**config.mk**
```make
export PLATFORM = sky130hd
export DESIGN_NAME = bidir_hold_xcvr
export DESIGN_NICKNAME = d
export VERILOG_FILES = /design/src/rtl/xcvr_pkg.sv /design/src/rtl/xcvr_dir_ctrl.sv /design/src/rtl/xcvr_dir_path.sv /design/src/rtl/bidir_hold_xcvr.sv
export SDC_FILE = /design/constraint.sdc
export NUM_CORES = 1
export LEC_CHECK = 0
export ABC_AREA = 1
export BUFFER_PORTS_ARGS = -buffer_cell sky130_fd_sc_hd__clkbuf_2
export CELL_PAD_IN_SITES_DETAIL_PLACEMENT = 1
export CELL_PAD_IN_SITES_GLOBAL_PLACEMENT = 2
export CORE_UTILIZATION = 24
export DETAILED_ROUTE_END_ITERATION = 8
export GPL_TIMING_DRIVEN = 0
export HOLD_SLACK_MARGIN = 0.15
export PLACE_DENSITY_LB_ADDON = 0.1
export REMOVE_ABC_BUFFERS = 1
export SLEW_MARGIN = 20
export SYNTH_ARGS = -nofsm -noshare
export SYNTH_HDL_FRONTEND = slang
export SYNTH_SLANG_ARGS = --single-unit
```
**constraint.sdc**
```tcl
create_clock -name clk -period 1.1 [get_ports clk]
set_input_delay 0.165 -clock clk [delete_from_list [all_inputs] [get_ports clk]]
set_output_delay 0.165 -clock clk [all_outputs]
set_load 0.02 [all_outputs]
```
**src/rtl/xcvr_pkg.sv**
```systemverilog
package xcvr_pkg;

  // Strobes from one direction's control slice to its datapath slice
  typedef struct packed {
    logic track;     // load the source word every cycle (latch open)
    logic capture;   // load the source word on a detected falling clock
    logic showLive;  // route the source word straight to the output
    logic drive;     // destination side is driven
  } dirStrobe_t;

endpackage

```
**src/rtl/xcvr_dir_ctrl.sv**
```systemverilog
module xcvr_dir_ctrl
  import xcvr_pkg::*;
#(
  parameter bit OE_ACTIVE_HIGH = 1'b1
) (
  input  logic       clk,
  input  logic       rstN,
  input  logic       latchEn,
  input  logic       dirClk,
  input  logic       outEnRaw,
  output dirStrobe_t strb
);

  logic prevClk;
  logic outEnOn;
  logic fallSeen;

  // previous sampled level of the direction clock
  always_ff @(posedge clk) begin
    if (!rstN) prevClk <= 1'b0;
    else       prevClk <= dirClk;
  end

  assign fallSeen = prevClk & ~dirClk;

  // polarity of the output enable picked per direction
  generate
    if (OE_ACTIVE_HIGH) begin : g_oeHigh
      assign outEnOn = outEnRaw;
    end else begin : g_oeLow
      assign outEnOn = ~outEnRaw;
    end
  endgenerate

  always_comb begin
    strb          = '0;
    strb.track    = latchEn;
    strb.capture  = ~latchEn & fallSeen;
    strb.showLive = latchEn;
    strb.drive    = rstN & outEnOn;
  end

endmodule

```
**src/rtl/xcvr_dir_path.sv**
```systemverilog
module xcvr_dir_path
  import xcvr_pkg::*;
#(
  parameter int WIDTH = 18
) (
  input  logic             clk,
  input  logic             rstN,
  input  logic [WIDTH-1:0] inData,
  input  dirStrobe_t       strb,
  output logic [WIDTH-1:0] outData,
  output logic             outDrive
);

  logic [WIDTH-1:0] stored;

  always_ff @(posedge clk) begin
    if (!rstN)                          stored <= '0;
    else if (strb.track | strb.capture) stored <= inData;
  end

  assign outData  = strb.showLive ? inData : stored;
  assign outDrive = strb.drive;

  // a detected falling edge loads the source word seen at that edge
  a_r2_capture_loads: assert property (@(posedge clk) disable iff (!rstN)
    strb.capture |=> (stored == $past(inData)));

  // storage is all zero on the first cycle out of reset
  a_r9_reset_clear: assert property (@(posedge clk) disable iff (!rstN)
    $rose(rstN) |-> (stored == '0));

endmodule

```
**src/rtl/bidir_hold_xcvr.sv**
```systemverilog
module bidir_hold_xcvr
  import xcvr_pkg::*;
#(
  parameter int WIDTH = 18
) (
  input  logic             clk,
  input  logic             rstN,
  input  logic [WIDTH-1:0] aIn,
  input  logic [WIDTH-1:0] bIn,
  input  logic             abLatchEn,
  input  logic             abClk,
  input  logic             abOutEn,
  input  logic             baLatchEn,
  input  logic             baClk,
  input  logic             baOutEnN,
  output logic [WIDTH-1:0] bOut,
  output logic             bDrive,
  output logic [WIDTH-1:0] aOut,
  output logic             aDrive
);

  localparam int NUM_DIR = 2;  // index 0: A-to-B, index 1: B-to-A

  logic [NUM_DIR-1:0][WIDTH-1:0] srcData;
  logic [NUM_DIR-1:0][WIDTH-1:0] dstData;
  logic [NUM_DIR-1:0]            dstDrive;
  logic [NUM_DIR-1:0]            leVec;
  logic [NUM_DIR-1:0]            clkVec;
  logic [NUM_DIR-1:0]            oeVec;
  dirStrobe_t [NUM_DIR-1:0]      strbVec;

  assign srcData[0] = aIn;
  assign srcData[1] = bIn;
  assign leVec      = {baLatchEn, abLatchEn};
  assign clkVec     = {baClk, abClk};
  assign oeVec      = {baOutEnN, abOutEn};

  generate
    for (genvar d = 0; d < NUM_DIR; d++) begin : g_dir
      xcvr_dir_ctrl #(
        .OE_ACTIVE_HIGH(d == 0)
      ) u_ctrl (
        .clk     (clk),
        .rstN    (rstN),
        .latchEn (leVec[d]),
        .dirClk  (clkVec[d]),
        .outEnRaw(oeVec[d]),
        .strb    (strbVec[d])
      );

      xcvr_dir_path #(
        .WIDTH(WIDTH)
      ) u_path (
        .clk     (clk),
        .rstN    (rstN),
        .inData  (srcData[d]),
        .strb    (strbVec[d]),
        .outData (dstData[d]),
        .outDrive(dstDrive[d])
      );
    end
  endgenerate

  assign bOut   = dstData[0];
  assign bDrive = dstDrive[0];
  assign aOut   = dstData[1];
  assign aDrive = dstDrive[1];

  // open latch passes the source straight through
  a_r1_ab_transparent: assert property (@(posedge clk) disable iff (!rstN)
    abLatchEn |-> (bOut == aIn));

  // closed latch with a steady-high clock keeps the output word
  a_r3_ab_hold: assert property (@(posedge clk) disable iff (!rstN)
    (!abLatchEn && abClk) |=> (abLatchEn || !abClk || $stable(bOut)));

  // A-to-B enable low means side B is not driven
  a_r5_ab_off: assert property (@(posedge clk) disable iff (!rstN)
    !abOutEn |-> !bDrive);

  // B-to-A enable high (inactive) means side A is not driven
  a_r6_ba_off: assert property (@(posedge clk) disable iff (!rstN)
    baOutEnN |-> !aDrive);

endmodule

```
# Yosys cells after proc, flatten, opt, wreduce, memory -nomap -nowiden
# Index checks and enable logic that the tools add are counted.
totals:
  elab_cells: 19
  reg_bits: 38
  inputBits: 44
  output_inout_bits: 38
op_classes:
  bitwise: 13
  mux: 2
ops:
  columns: ["operator", "n"]
  rows:
  - ["$mux W18", 2]
  - ["$and A1 B1 Y1", 6]
  - ["$not A1 Y1", 5]
  - ["$or A1 B1 Y1", 2]

# Longest topological paths before layout
# Gate-level depths: netlist of the first run.
depth:
  depth_word: 4
  depth_mapped: 7
  ltp_nobuf: 6

# Hierarchy
# From an unflattened synthesis of the first run, not the netlist that was laid out.
unflattened:
  cells_unflattened: 330
  area_unflattened_um2: 2009.4
modules_own_cells:
  columns: ["module", "area_each_um2", "seq_area_each_um2", "cells_each", "instances"]
  rows:
  - ["xcvr_dir_path", 940.9, 360.3, 155, 2]
  - ["xcvr_dir_ctrl", 63.8, 20.0, 10, 2]

# Worst setup path after synthesis of the first run
# OpenSTA, ideal clock, no wires.
synth_timing:
  path_kind: "input-to-output"
  from: "input baLatchEn"
  to: "output aOut[12]"
  setup_slack_ps: -8
  arrival_time_ps: 943
  required_time_ps: 935
  path_stages: 4
  n_path_buf: 2
  cell_sequence: "buf_6 inv_4 buf_2 o21ai_0"
synth_between:
  elab_chain_len: 1
synth_lines:
  columns: ["item", "line_no", "source"]
  rows:
  - ["from (decl)", "bidir_hold_xcvr.sv:13", "input logic baLatchEn,"]
  - ["$mux W18", "xcvr_dir_path.sv:21", "assign outData = strb.showLive ? inData : stored;"]
  - ["to (decl)", "bidir_hold_xcvr.sv:18", "output logic [WIDTH-1:0] aOut,"]
# Every way passes these cells.

# Worst setup path in the final report of the first run
layout_timing:
  from: "register g_dir[1].u_path.stored[6]"
  to: "output aOut[6]"
layout_between:
  elab_chain_len: 1
layout_lines:
  columns: ["item", "line_no", "source"]
  rows:
  - ["from (decl)", "xcvr_dir_path.sv:14", "logic [WIDTH-1:0] stored;"]
  - ["from (signal assigned)", "xcvr_dir_path.sv:18", "else if (strb.track | strb.capture) stored <= inData;"]
  - ["$mux W18", "xcvr_dir_path.sv:21", null]
# Every way passes these cells.

==> summary.md, run 1 <==
| Metric | Value |
|---|---|
| Outcome | finished, violations left |
| Failing checks | setup timing |
| Max incr delay on CP | 0.33 ns |
| Slew HR | 75.9% |
| Min Tclk post-route | 1.11 ns |
| Chip height | 93.8 um |
| Cell count after synthesis | 326 |
| Iter 0 DRT Violations | 31 |
| Antenna diodes | 0 |
| RR Startpoint | g_dir[1].u_ctrl.prevClk$_SDFF_PN0_ |
| Num CTS Buffers | 5 |
| Largest net degree at the start of global routing | 41 |
| DRC | 0 |
| GPL Wtd Cong | 0.641 |
| P_leak | 1.68 nW |
| Area growth from synthesis to layout | 65.6% |
| Remaining antenna violation count after routing | 0 |
| Clk Latency, worst-skew pair | 0.29 ns |
| Post-synthesis sequential element count | 38 |
| CP cell instances | inv_2 > o21ai_1 > buf_4 |
| DP Cell Count | 493 |
| Critical path endpoint category | output pin |
| Fin Clk Skew | 0.00407 ns |
| Final Hold Vio Count | 0 |
| R2R Path End | g_dir[1].u_path.stored[6]$_SDFFE_PN0P_ |
| Slowest-stage cell, CP | dfxtp_2 |
| Core area | 8180 sq um |
| Startpoint Class | flip-flop |
| Layout cell share with drive strength beyond 1 | 45.2% |
| Max FO, Critical Path | 2 |
| Core Util, Final | 41.0% |
| Initial antenna violation count | 0 |
| Vias in the first global route | 2289 |
| Final Worst Setup Slack | -0.0103 ns |
| DIE AREA | 8800 sq um |
| Worst Reg-to-Reg Cells | 5 |
| CP Class | reg -> out |
| Clock Root Buffer | clkbuf_8 |
| Final Non-Filler Cells | 556 |
| Period utilization | 101% |
| Final Slew Violations | 0 |
| Detailed Route WL | 6200 um |
| CP required | 0.94 ns |
| Register area share after synthesis | 37.6% |
| Die width | 93.8 um |
| Max frequency | 901 MHz |
| Clk buf depth | 2 |
| Final setup viols | 5 |
| Syn Area/Cell | 6.21 sq um |
| IO Pins | 82 |
| Slack of the worst reg-to-reg path | 0.09 ns |
| Mapped Area | 2020 sq um |
| RSZ-0062 raised after global routing | true |
| YS warnings | 0 |
| Worst path arrival time | 0.95 ns |
| Most common cell after layout, fill and taps aside | nand2_1 |
| Total track usage | 14.6% |
| Clock-pin slew on the worst setup and hold paths | 0.08 ns |
| TNS Setup | -0.0311 ns |
| Worst vdd ir | 0.000372 V |
| Max-cap violations | 0 |
| H-tree levels | 2 |
| First-pass GRT wire length | 10200 um |
| Critical Path End | aOut[6] |
| CTS Sinks | 38 |
| Total grt overflow | 0 |
| Most frequent cells in the layout | nand2_1 (80), nor2_1 (63), clkbuf_2 (42), buf_4 (42), dlygate4sd3_1 (33) |
| Yosys cell types | 15 |
| First-pass iteration count of the detailed router | 4 |
| Final Net Count | 495 |
| Port Buffers | 81 |
| DP HPWL | 3770 um |
| Power Density | 1090 nW/um^2 |
| Hold Path Class | in -> reg |
| Site Rows | 33 |
| Initial core utilization | 24.7% |
| Actual slew at the worst max-slew pin | 0.360 ns |
| Via-to-Cell Ratio | 4.33 |
| CTS tree | built |
| Vias | 2405 |
| Routed WL per cell | 11.1 um |
| Worst setup path startpoint | g_dir[1].u_path.stored[6]$_SDFFE_PN0P_ |
## synthesized netlist by cell type, drive strengths merged
| cell type | count | area share, % |
|---|---|---|
| a21oi | 1 | 0.80 |
| buf | 18 | 5.9 |
| clkbuf | 1 | 0.19 |
| dfxtp | 38 | 38 |
| inv | 45 | 8.5 |
| nand2 | 83 | 16 |
| nand3 | 31 | 7.7 |
| nor2 | 73 | 15 |
| o21ai | 36 | 8.9 |
## timing repair
| item | CTS | global route |
|---|---|---|
| buffers inserted | 17 | 6 |
| resized for setup | 106 | 106 |
| endpoints found under the hold margin | 33 | 0 |
| hold buffers | 33 | 0 |
| endpoints found under the setup margin | 74 | 59 |
| pin swaps | 2 | 15 |
## layer usage
| metal | share of wire (%) | global-route usage (%) |
|---|---|---|
| met1 | 44 | 16.9 |
| met2 | 50 | 25.9 |
| met3 | 5.6 | 4.45 |
| met4 | 0.86 | 3.46 |
| met5 | 0 | 0 |
## through the flow
step / power [W] / instance area, sq um / setup slack [ns] / hold WS [ns]
2_1_floorplan: 0.00203 / 1900 / 0.0296 / 0.258
3_3_place_gp: 0.00235 / 2440 / -0.483 / 0.389
3_5_place_dp: 0.00237 / 2440 / -0.463 / 0.394
4_1_cts: 0.00360 / 3160 / -0.0604 / 0.159
5_1_grt: 0.00391 / 3350 / -0.0765 / 0.194
6_report: 0.00366 / 3350 / -0.0103 / 0.173
## worst min-delay path by stage
stage / start / endpoint / slack, ns / cells past startpoint
floorplan: rstN / g_dir[0].u_ctrl.prevClk$_SDFF_PN0_ / 0.26 / 2
global placement: abClk / g_dir[0].u_ctrl.prevClk$_SDFF_PN0_ / 0.39 / 3
detailed placement: baClk / g_dir[1].u_ctrl.prevClk$_SDFF_PN0_ / 0.39 / 3
CTS: bIn[14] / g_dir[1].u_path.stored[14]$_SDFFE_PN0P_ / 0.16 / 5
global route: bIn[13] / g_dir[1].u_path.stored[13]$_SDFFE_PN0P_ / 0.19 / 5
finish: bIn[13] / g_dir[1].u_path.stored[13]$_SDFFE_PN0P_ / 0.17 / 5
## sequential cells by signal, indices dropped and copies added (netlist names)
| register | cells |
|---|---|
| g_dir.u_ctrl.prevClk | 2 |
| g_dir.u_path.stored | 36 |
## final cells by class
type	instances	area [sq um]
Fill cell	1068	4820
Timing Repair Buffer	137	1100
Tap cell	105	131
Inverter	45	176
Multi-Input combinational cell	224	1060
Clock buffer	7	76.3
Sequential cell	38	801
## worst max-delay path: cells and delay by family, from the launching register on
family	cells	cell delay [ns]
buffers and inverters	2	0.20
AOI/OAI and AO/OA	1	0.13
DFF	1	0.33
## report_power, final
group	leakage (nW)	internal, W	switching (W)
registers	0.325	0.00150	0.0000452
clock network	0.0383	0.000437	0.000488
logic	1.32	0.000570	0.000622
## logic make-up (layout without fill, tap and decap cells)
group,count (synthesis),count (layout),share of synthesized area [%]
compound gates,37,37,9.71
buf+inv,64,189,14.6
flops,38,38,37.6
simple gates,187,187,38.1
(Power assumes the default switching activity.)
==> inputs of run 2 (changes only) <==
RECOVER_POWER = 25   (was not set)
==> run 2 against run 1 <==
Compared with the run above: the run still ends with setup timing left; non-clock buffer count is the same; combinational power about the same; first-iteration DRC count stayed put; critical path depth unchanged; critical path type unchanged; critical endpoint unchanged; highest routed layer unchanged.
==> summary.md, run 2 (synthesis results as in run 1) <==
| Metric | Value |
|---|---|
| Outcome | finished, violations left (unchanged) |
| Failing checks | setup timing (unchanged) |
| Remaining antenna violation count after routing | 0 (unchanged) |
| Critical path endpoint category | output pin (unchanged) |
| Initial core utilization | 24.7% (unchanged) |
| Max-cap violations | 0 (unchanged) |
| First-pass GRT wire length | 10200 um (unchanged) |
| Dpl cell area | 2440 sq um (unchanged) |
| Hold Path Class | in -> reg (unchanged) |
| Register area | 801 sq um (unchanged) |
| Detailed Route WL | 6200 um (unchanged) |
| Fin Clk Skew | 0.00408 ns (was 0.00407 ns) |
| Max frequency | 901 MHz (unchanged) |
| Worst Reg-to-Reg Cells | 5 (unchanged) |
| Cell internal pwr | 0.00250 W (was 0.00251 W) |
| Final Worst Setup Slack | -0.0103 ns (about the same) |
| Final Hold Vio Count | 0 (unchanged) |
| NetSw | 0.00116 W (about the same) |
| Worst path arrival time | 0.95 ns (about the same) |
| Routed WL per cell | 11.1 um (unchanged) |
| Vias in the first global route | 2289 (unchanged) |
| Core area | 8180 sq um (unchanged) |
| CP required | 0.94 ns (about the same) |
| Max FO, Critical Path | 2 (unchanged) |
| P_leak | 1.67 nW (was 1.68 nW) |
| Chip height | 93.8 um (unchanged) |
| Final Net Count | 495 (unchanged) |
| Clock-pin slew on the worst setup and hold paths | 0.08 ns (about the same) |
| Fillers | 1070 (was 1068) |
| Area of the multi-input gates | 1060 sq um (unchanged) |
| Area growth from synthesis to layout | 65.4% (was 65.6%) |
| Clock Root Buffer | clkbuf_8 (unchanged) |
| IO Pins | 82 (unchanged) |
| Die width | 93.8 um (unchanged) |
| Port Buffers | 81 (unchanged) |
| Final Slew Violations | 0 (unchanged) |
| CTS tree | built (unchanged) |
| Clock share of power | 25.3% (about the same) |
| Iter 0 DRT Violations | 31 (unchanged) |
| Initial antenna violation count | 0 (unchanged) |
| CTS Sinks | 38 (unchanged) |
| DIE AREA | 8800 sq um (unchanged) |
| Top flop regs | g_dir.u_path.stored x36, g_dir.u_ctrl.prevClk x2 (unchanged) |
| Slew HR | 75.9% (unchanged) |
| Most frequent cells in the layout | nand2_1 (80), nor2_1 (63), buf_4 (42), clkbuf_2 (39), dlygate4sd3_1 (33) (was nand2_1 (80), nor2_1 (63), clkbuf_2 (42), buf_4 (42), dlygate4sd3_1 (33)) |
| WHS Path Cells | 5 (unchanged) |
| GPL Wtd Cong | 0.641 (unchanged) |
| H-tree levels | 2 (unchanged) |
| Largest net degree at the start of global routing | 41 (unchanged) |
| Period utilization | 101% (about the same) |
| CP Class | reg -> out (unchanged) |
| Antenna diodes | 0 (unchanged) |
| RSZ-0062 raised after global routing | true (unchanged) |
| Seq pwr share | 42.2% (about the same) |
| Final setup viols | 5 (unchanged) |
| Comb pwr share | 32.5% (about the same) |
| Largest register FFs | 36 (unchanged) |
| Top reg by flops | g_dir.u_path.stored (unchanged) |
| DP HPWL | 3770 um (unchanged) |
| Actual slew at the worst max-slew pin | 0.360 ns (about the same) |
| First-pass iteration count of the detailed router | 4 (unchanged) |
| Num CTS Buffers | 5 (unchanged) |
| Total track usage | 14.6% (unchanged) |
| DRC | 0 (unchanged) |
| Clk buf depth | 2 (unchanged) |
| Sw Share | 31.6% (about the same) |
| Total grt overflow | 0 (unchanged) |
| Post-route cell area | 3350 sq um (about the same) |
| Power Density | 1090 nW/um^2 (about the same) |
| Via-to-Cell Ratio | 4.33 (about the same) |
| Clk Latency, worst-skew pair | 0.29 ns (about the same) |
| Worst vdd ir | 0.000372 V (unchanged) |
| Site Rows | 33 (unchanged) |
| Most common cell after layout, fill and taps aside | nand2_1 (unchanged) |
| Startpoint Class | flip-flop (unchanged) |
| Layout cell share with drive strength beyond 1 | 44.6% (was 45.2%) |
| Min Tclk post-route | 1.11 ns (about the same) |
| Vias | 2406 (was 2405) |
| Core Util, Final | 40.9% (was 41.0%) |
[run 2: cell counts in the layout (fill, tap and decap cells not counted)]
No cell type changed its count.
[run 2: worst max-delay path: stages, from the launching register on]
cell and delay [ns]:
dfxtp_2 0.33, inv_2 0.04, o21ai_1 0.13, buf_4 0.16
[run 2: what timing repair did]
item / in CTS / in global routing
endpoints found under the hold margin: 33 / 0
endpoints found under the setup margin: 74 / 59
cloned: 0 / 0
gates resized for setup: 106 / 106
pin swaps: 2 / 15
setup buffers: 17 / 6
hold buffers: 33 / 0
[run 2: layout make-up]
cell class              count  area share [%]
multi-input cells         224            31.7
repair buffers            137            32.9
inverters                  45            5.27
clock buffers               7            2.28
flip-flops and latches     38            23.9
well taps                 105            3.93
[run 2: through the flow]
step	setup TNS (ns)	setup WS, ns	hold slack, ns	power (W)	instances
after floorplan	0	0.0296	0.258	0.00203	307
after global placement	-20.21	-0.483	0.389	0.00235	493
after detailed placement	-21.28	-0.463	0.394	0.00237	493
after CTS	-0.853	-0.0604	0.159	0.00360	550
after global routing	-1.40	-0.0765	0.194	0.00391	556
final	-0.0312	-0.0103	0.173	0.00366	556
[run 2: metal layers]
layer  global-route usage, %  routed length, um  up-vias
met3                    4.45                349        6
li1                        -                  -     1242
met2                    25.9               3090       51
met5                       0                  0        -
met4                    3.46                 53        0
met1                    16.9               2710     1107
[run 2: power by group through the flow]
stage	Combinational (W)	Sequential (W)	Clock (W)
after floorplan	0.000498	0.00154	0
after global placement	0.000815	0.00154	0
after CTS	0.00109	0.00152	0.000988
after detailed placement	0.000829	0.00154	0
after global routing	0.00132	0.00156	0.00104
final	0.00119	0.00154	0.000926
[run 2: final timing paths]
| check | start | endpoint | slack, ns |
|---|---|---|---|
| setup / recovery | g_dir[1].u_path.stored[6]$_SDFFE_PN0P_ | aOut[6] | -0.01 |
| hold / removal | bIn[13] | g_dir[1].u_path.stored[13]$_SDFFE_PN0P_ | 0.17 |
| setup reg to reg | g_dir[1].u_ctrl.prevClk$_SDFF_PN0_ | g_dir[1].u_path.stored[6]$_SDFFE_PN0P_ | 0.09 |
| hold reg to reg | g_dir[1].u_path.stored[12]$_SDFFE_PN0P_ | g_dir[1].u_path.stored[12]$_SDFFE_PN0P_ | 0.48 |
